**config.mk**
```make
export PLATFORM = sky130hd
export DESIGN_NAME = secded_codec
export DESIGN_NICKNAME = d
export VERILOG_FILES = /design/src/rtl/secded_pkg.sv /design/src/rtl/secded_enc.sv /design/src/rtl/secded_corr.sv /design/src/rtl/secded_codec.sv
export SDC_FILE = /design/constraint.sdc
export NUM_CORES = 1
export LEC_CHECK = 0
export BUFFER_PORTS_ARGS = -buffer_cell sky130_fd_sc_hd__buf_2
export CAP_MARGIN = 10
export CELL_PAD_IN_SITES_DETAIL_PLACEMENT = 2
export CELL_PAD_IN_SITES_GLOBAL_PLACEMENT = 2
export CORE_AREA = 2 2 156 158
export DETAILED_ROUTE_END_ITERATION = 8
export DIE_AREA = 0 0 158 160
export PLACE_DENSITY_LB_ADDON = 0.05
export SYNTH_ARGS = -nofsm -noshare
export SYNTH_HDL_FRONTEND = slang
export SYNTH_HIERARCHICAL = 1
export SYNTH_SLANG_ARGS = --single-unit
```
**constraint.sdc**
```tcl
create_clock -name clk -period 4.1 [get_ports clk]
set_input_delay 0 -clock clk [delete_from_list [all_inputs] [get_ports clk]]
set_output_delay 0 -clock clk [all_outputs]
set_load 0.005 [all_outputs]
```
**src/rtl/secded_pkg.sv**
```systemverilog
// Package: shared widths and the fixed parity-check column table.
// Assumes: 64 data bits, 8 check bits, all data columns distinct, odd weight.
package secded_pkg;
    localparam int DATA_W = 64;
    localparam int CHK_W  = 8;
    localparam int POS_W  = $clog2(DATA_W + CHK_W);

    // Column (syndrome signature) of one data bit.
    function automatic logic [CHK_W-1:0] col_of(input int unsigned idx);
        logic [CHK_W-1:0] c;
        case (idx)
            0:  c = 8'hf4;  1:  c = 8'hf1;  2:  c = 8'hec;  3:  c = 8'hea;
            4:  c = 8'he9;  5:  c = 8'he6;  6:  c = 8'he5;  7:  c = 8'he3;
            8:  c = 8'hdc;  9:  c = 8'hda;  10: c = 8'hd9;  11: c = 8'hd6;
            12: c = 8'hd5;  13: c = 8'hd3;  14: c = 8'hce;  15: c = 8'hcb;
            16: c = 8'hb5;  17: c = 8'hb0;  18: c = 8'had;  19: c = 8'hab;
            20: c = 8'ha8;  21: c = 8'ha7;  22: c = 8'ha4;  23: c = 8'ha2;
            24: c = 8'h9d;  25: c = 8'h9b;  26: c = 8'h98;  27: c = 8'h97;
            28: c = 8'h94;  29: c = 8'h92;  30: c = 8'h8f;  31: c = 8'h8a;
            32: c = 8'h75;  33: c = 8'h70;  34: c = 8'h6d;  35: c = 8'h6b;
            36: c = 8'h68;  37: c = 8'h67;  38: c = 8'h64;  39: c = 8'h62;
            40: c = 8'h5e;  41: c = 8'h5b;  42: c = 8'h58;  43: c = 8'h57;
            44: c = 8'h54;  45: c = 8'h52;  46: c = 8'h4f;  47: c = 8'h4a;
            48: c = 8'h34;  49: c = 8'h31;  50: c = 8'h2c;  51: c = 8'h2a;
            52: c = 8'h29;  53: c = 8'h26;  54: c = 8'h25;  55: c = 8'h23;
            56: c = 8'h1c;  57: c = 8'h1a;  58: c = 8'h19;  59: c = 8'h16;
            60: c = 8'h15;  61: c = 8'h13;  62: c = 8'h0e;  63: c = 8'h0b;
            default: c = '0;
        endcase
        return c;
    endfunction

    // Set of data bits that feed check bit j.
    function automatic logic [DATA_W-1:0] row_mask(input int unsigned j);
        logic [DATA_W-1:0] m;
        logic [CHK_W-1:0]  c;
        m = '0;
        for (int i = 0; i < DATA_W; i++) begin
            c    = col_of(i);
            m[i] = c[j];
        end
        return m;
    endfunction
endpackage

```
**src/rtl/secded_enc.sv**
```systemverilog
// Module: check-byte generator.
// Does: one XOR tree per check bit over the data bits in that matrix row.
// Assumes: purely combinational; used for both writing and recomputing.
module secded_enc
    import secded_pkg::*;
(
    input  logic [DATA_W-1:0] data_i,
    output logic [CHK_W-1:0]  chk_o
);
    for (genvar j = 0; j < CHK_W; j++) begin : g_row
        localparam logic [DATA_W-1:0] ROW = row_mask(j);
        // Parity of the data bits selected by row j.
        assign chk_o[j] = ^(data_i & ROW);
    end
endmodule

```
**src/rtl/secded_corr.sv**
```systemverilog
// Module: syndrome classifier and single-bit corrector.
// Does: matches the syndrome against every column, repairs a data hit,
//       reports position, and flags anything nonzero and unmatched as UE.
// Assumes: columns are unique, so at most one comparator fires.
module secded_corr
    import secded_pkg::*;
(
    input  logic [DATA_W-1:0] data_i,
    input  logic [CHK_W-1:0]  synd_i,
    output logic [DATA_W-1:0] data_o,
    output logic              ce_o,
    output logic              ue_o,
    output logic [POS_W-1:0]  pos_o
);
    logic [DATA_W-1:0] hit_d;
    logic [CHK_W-1:0]  hit_c;

    for (genvar i = 0; i < DATA_W; i++) begin : g_dcmp
        localparam logic [CHK_W-1:0] COL = col_of(i);
        // Compare syndrome with data column i.
        assign hit_d[i] = (synd_i == COL);
    end
    for (genvar j = 0; j < CHK_W; j++) begin : g_ccmp
        // Compare syndrome with the one-hot column of check bit j.
        assign hit_c[j] = (synd_i == CHK_W'(1 << j));
    end

    // Repair the data bit that matched, if any.
    assign data_o = data_i ^ hit_d;
    // Classify: any match is correctable, nonzero without match is not.
    assign ce_o   = |{hit_c, hit_d};
    assign ue_o   = (synd_i != '0) && !(|{hit_c, hit_d});

    // Encode the matching position: data 0..63, check bits after them.
    always_comb begin
        pos_o = '0;
        for (int i = 0; i < DATA_W; i++)
            if (hit_d[i]) pos_o = POS_W'(i);
        for (int j = 0; j < CHK_W; j++)
            if (hit_c[j]) pos_o = POS_W'(DATA_W + j);
    end

    // At most one column may match one syndrome.
    always_comb begin
        assert_unique_match_R4: assert ($onehot0({hit_c, hit_d}));
    end
endmodule

```
**src/rtl/secded_codec.sv**
```systemverilog
// Module: SECDED 72/64 codec top.
// Does: combinational check-byte generation for writes; syndrome, correction
//       and classification for reads, registered when REG_OUT is set.
// Assumes: synchronous active-low reset; one new read word per clock.
module secded_codec
    import secded_pkg::*;
#(
    parameter bit REG_OUT = 1'b1
) (
    input  logic              clk,
    input  logic              rst_n,
    input  logic [63:0]       wr_data_i,
    output logic [7:0]        wr_check_o,
    input  logic [63:0]       rd_data_i,
    input  logic [7:0]        rd_check_i,
    output logic [63:0]       dec_data_o,
    output logic [7:0]        dec_synd_o,
    output logic              dec_ce_o,
    output logic              dec_ue_o,
    output logic [6:0]        dec_pos_o
);
    logic [CHK_W-1:0]  rd_recalc;
    logic [CHK_W-1:0]  synd;
    logic [DATA_W-1:0] fix_data;
    logic              fix_ce;
    logic              fix_ue;
    logic [POS_W-1:0]  fix_pos;

    secded_enc u_wr_enc (.data_i(wr_data_i), .chk_o(wr_check_o));
    secded_enc u_rd_enc (.data_i(rd_data_i), .chk_o(rd_recalc));

    // Syndrome: stored check byte against the recomputed one.
    assign synd = rd_check_i ^ rd_recalc;

    secded_corr u_corr (
        .data_i (rd_data_i),
        .synd_i (synd),
        .data_o (fix_data),
        .ce_o   (fix_ce),
        .ue_o   (fix_ue),
        .pos_o  (fix_pos)
    );

    if (REG_OUT) begin : g_reg
        // Output register: one-cycle decode latency, cleared by reset.
        always_ff @(posedge clk) begin
            if (!rst_n) begin
                dec_data_o <= '0;
                dec_synd_o <= '0;
                dec_ce_o   <= 1'b0;
                dec_ue_o   <= 1'b0;
                dec_pos_o  <= '0;
            end else begin
                dec_data_o <= fix_data;
                dec_synd_o <= synd;
                dec_ce_o   <= fix_ce;
                dec_ue_o   <= fix_ue;
                dec_pos_o  <= fix_pos;
            end
        end

        assert_flag_excl_R8: assert property (@(posedge clk) disable iff (!rst_n)
            !(dec_ce_o && dec_ue_o));
        assert_pos_idle_R8: assert property (@(posedge clk) disable iff (!rst_n)
            !dec_ce_o |-> dec_pos_o == '0);
        assert_clean_pass_R3: assert property (@(posedge clk) disable iff (!rst_n)
            $past(rst_n) && dec_synd_o == '0 |->
                !dec_ce_o && !dec_ue_o && dec_data_o == $past(rd_data_i));
        assert_one_fix_R4: assert property (@(posedge clk) disable iff (!rst_n)
            $past(rst_n) && dec_ce_o && dec_pos_o < 7'd64 |->
                $countones(dec_data_o ^ $past(rd_data_i)) == 1);
        assert_chk_pass_R5: assert property (@(posedge clk) disable iff (!rst_n)
            $past(rst_n) && dec_ce_o && dec_pos_o >= 7'd64 |->
                dec_data_o == $past(rd_data_i));
        assert_ue_pass_R7: assert property (@(posedge clk) disable iff (!rst_n)
            $past(rst_n) && dec_ue_o |-> dec_data_o == $past(rd_data_i));
        assert_ce_odd_R6: assert property (@(posedge clk) disable iff (!rst_n)
            dec_ce_o |-> $countones(dec_synd_o) % 2 == 1);
    end else begin : g_comb
        // Bypass: results straight from the combinational decoder.
        always_comb begin
            dec_data_o = fix_data;
            dec_synd_o = synd;
            dec_ce_o   = fix_ce;
            dec_ue_o   = fix_ue;
            dec_pos_o  = fix_pos;
        end
    end
endmodule

```
==> summary.md <==
| Metric | Value |
|---|---|
| Status | `completed` |
| Most common cell after layout, fill and taps aside | `xnor2_1` |
| Max Freq | `267 MHz` |
| Post-DRT Antenna Nets | `0` |
| Largest net degree at the start of global routing | `82` |
| Number of synthesized register bits | `81` |
| First-pass DRT Iterations | `4` |
| Initial antenna violation count | `1` |
| Syn Nets | `908` |
| Core Footprint | `23800 um^2` |
| FF/Latch Area | `1620 um^2` |
| Port bufs | `226` |
| Avg WL per Cell | `20.6 um` |
| Post-CTS Resized | `0` |
| CTS clock-pin slew for the worst setup and hold paths | `0.07 ns` |
| CP required | `4.40 ns` |
| Die H | `160 um` |
| Layout area overhead | `28.7%` |
| Hold crit path type | `input pin to register` |
| Fill count | `2767` |
| Core Rows | `57` |
| GP Congestion | `0.846` |
| Num CTS Buffers | `9` |
| Crit path launch type | `input pin` |
| DIE AREA | `25300 um^2` |
| Commonest non-fill, non-tap cells in the layout | `239 x xnor2_1, 226 x buf_2, 81 x and2_2, 81 x dfxtp_1, 65 x nand2_1` |
| Hold Fails Final Rpt | `0` |
| Clock net sink count | `81` |
| Synthesis Warnings | `6` |
| Post-Syn Area | `7240 um^2` |
| Sequential area share after synthesis | `0.224` |
| Vias per cell | `4.62` |
| Share of cells above drive strength 1 | `0.380` |
| Clock Tree Buf Depth | `2` |
| Via count | `6209` |
| Worst Tran Pin Value | `0.671 ns` |
| Max cap viols | `0` |
| First-pass GRT wire length | `41400 um` |
| Clk root buf | `clkbuf_16` |
| Endpoints failing setup | `0` |
| Netlist cell types | `66` |
| Tcrit/Tclk final | `0.915` |
| Residual DRC count | `0` |
| Post-synth EDFFs | `0` |
| Iteration-0 DRC Markers | `208` |
| TNS Setup | `0 ns` |
| CP max FO | `6` |
| Slew headroom | `0.553` |
| Share of flip-flops with an asynchronous set or reset | `0` |
| Die W | `158 um` |
| RSZ-0062 raised after global routing | `no` |
| Post-DP HPWL | `22700 um` |
| GR Overflow Total | `0` |
| Setup CP Type | `input pin to register` |
| Syn avg cell area | `9.41 um^2` |
| Total GRT Usage | `0.222` |
| Pins Over Slew Limit | `0` |
| Final WL | `27700 um` |
| Nets@finish | `1153` |
| Area of the multi-input gates | `5420 um^2` |
| CTS tree | `yes` |
| # H-tree levels | `3` |
| Num ports | `227` |
| Primary FF master, synth | `dfxtp_1` |
| Starting density of the core | `0.304` |
| Vias in the first global route | `6674` |
| WP data arrival | `4.06 ns` |
| CP Capture Type | `register` |
| Syn Inst Count | `770` |
| Final min period | `3.75 ns` |
metrics by stage:
| stage | setup WS [ns] | utilization | cell area, um^2 | std cells | hold slack, ns |
|---|---|---|---|---|---|
| 2_1_floorplan | 0.656 | - | 7240 | 770 | 0.142 |
| 3_5_place_dp | 0.267 | 0.378 | 9010 | 1325 | 0.375 |
| 6_report | 0.348 | 0.391 | 9320 | 1345 | 0.0149 |
| 3_3_place_gp | 0.285 | 0.378 | 9010 | 1325 | 0.369 |
| 4_1_cts | 0.240 | 0.391 | 9310 | 1342 | 0.00555 |
| 5_1_grt | 0.164 | 0.391 | 9320 | 1344 | 0.0162 |
repair_timing:
action	CTS	global route
hold buffers	1	0
hold endpoints to repair	1	0
setup endpoints to repair	0	1
setup buffers	0	2
critical path: stages:
cell,delay [ns]
dlygate4sd3_1,0.53
buf_2,0.14
xnor2_1,0.29
xnor2_1,0.14
xnor2_1,0.42
xnor3_1,0.42
xnor2_1,0.23
xor2_2,0.09
buf_4,0.17
buf_4,0.14
buf_4,0.15
nor4b_2,0.17
a211oi_2,0.21
o2bb2ai_2,0.12
or4_4,0.53
nor3b_2,0.15
and2_2,0.14
Yosys cell counts (6+ instances only):
master      n  area, um^2
xnor3_1    31         698
o21ai_0     6        30.0
a21oi_1    15        75.1
dfxtp_1    81        1620
nand2b_1    8        50.1
nand2_1    65         244
nor3_1     23         115
buf_2      10        50.1
clkbuf_2    8        40.0
and2_2     81         608
buf_6       6        67.6
nand3_1     7        35.0
xnor2_1   239        2090
xor2_1     57         499
buf_4       7        52.6
nor2_1     27         101
routing by layer:
layer	vias up	part of all wire	GRT usage
li1	3020	-	-
met1	3029	0.43	0.277
met2	139	0.51	0.397
met3	21	0.040	0.0334
met4	0	0.016	0.0528
met5	-	0	0
layout make-up:
cell class	instances	area share
Timing Repair Buffer	271	0.169
Inverter	5	0.00201
Antenna cell	1	0.000268
Clock buffer	10	0.0256
Clock inverter	6	0.00537
Sequential cell	81	0.174
Multi-Input combinational cell	647	0.581
Tap cell	324	0.0435
path summary, 6_finish.rpt:
kind | startpoint | to | slack (ns) | depth (start not counted)
setup / recovery | rd_data_i[28] | dec_ue_o | 0.35 | 17
hold / removal | rd_data_i[15] | dec_data_o[15] | 0.01 | 3
sequential cells by signal, indices dropped and copies added, names as in the netlist:
signal,flops
dec_ue_o,1
dec_ce_o,1
dec_synd_o,8
dec_pos_o,7
dec_data_o,64
cell families after synthesis:
logic type	count (synthesis)	synth area share
xor+xnor	332	0.471
simple gates	250	0.205
flops	81	0.224
compound gates	64	0.0634
buf+inv	42	0.0347
mux	1	0.00138
Power is not shown: default switching activity piles up to over one toggle a cycle in this logic, so the estimate is an artifact.
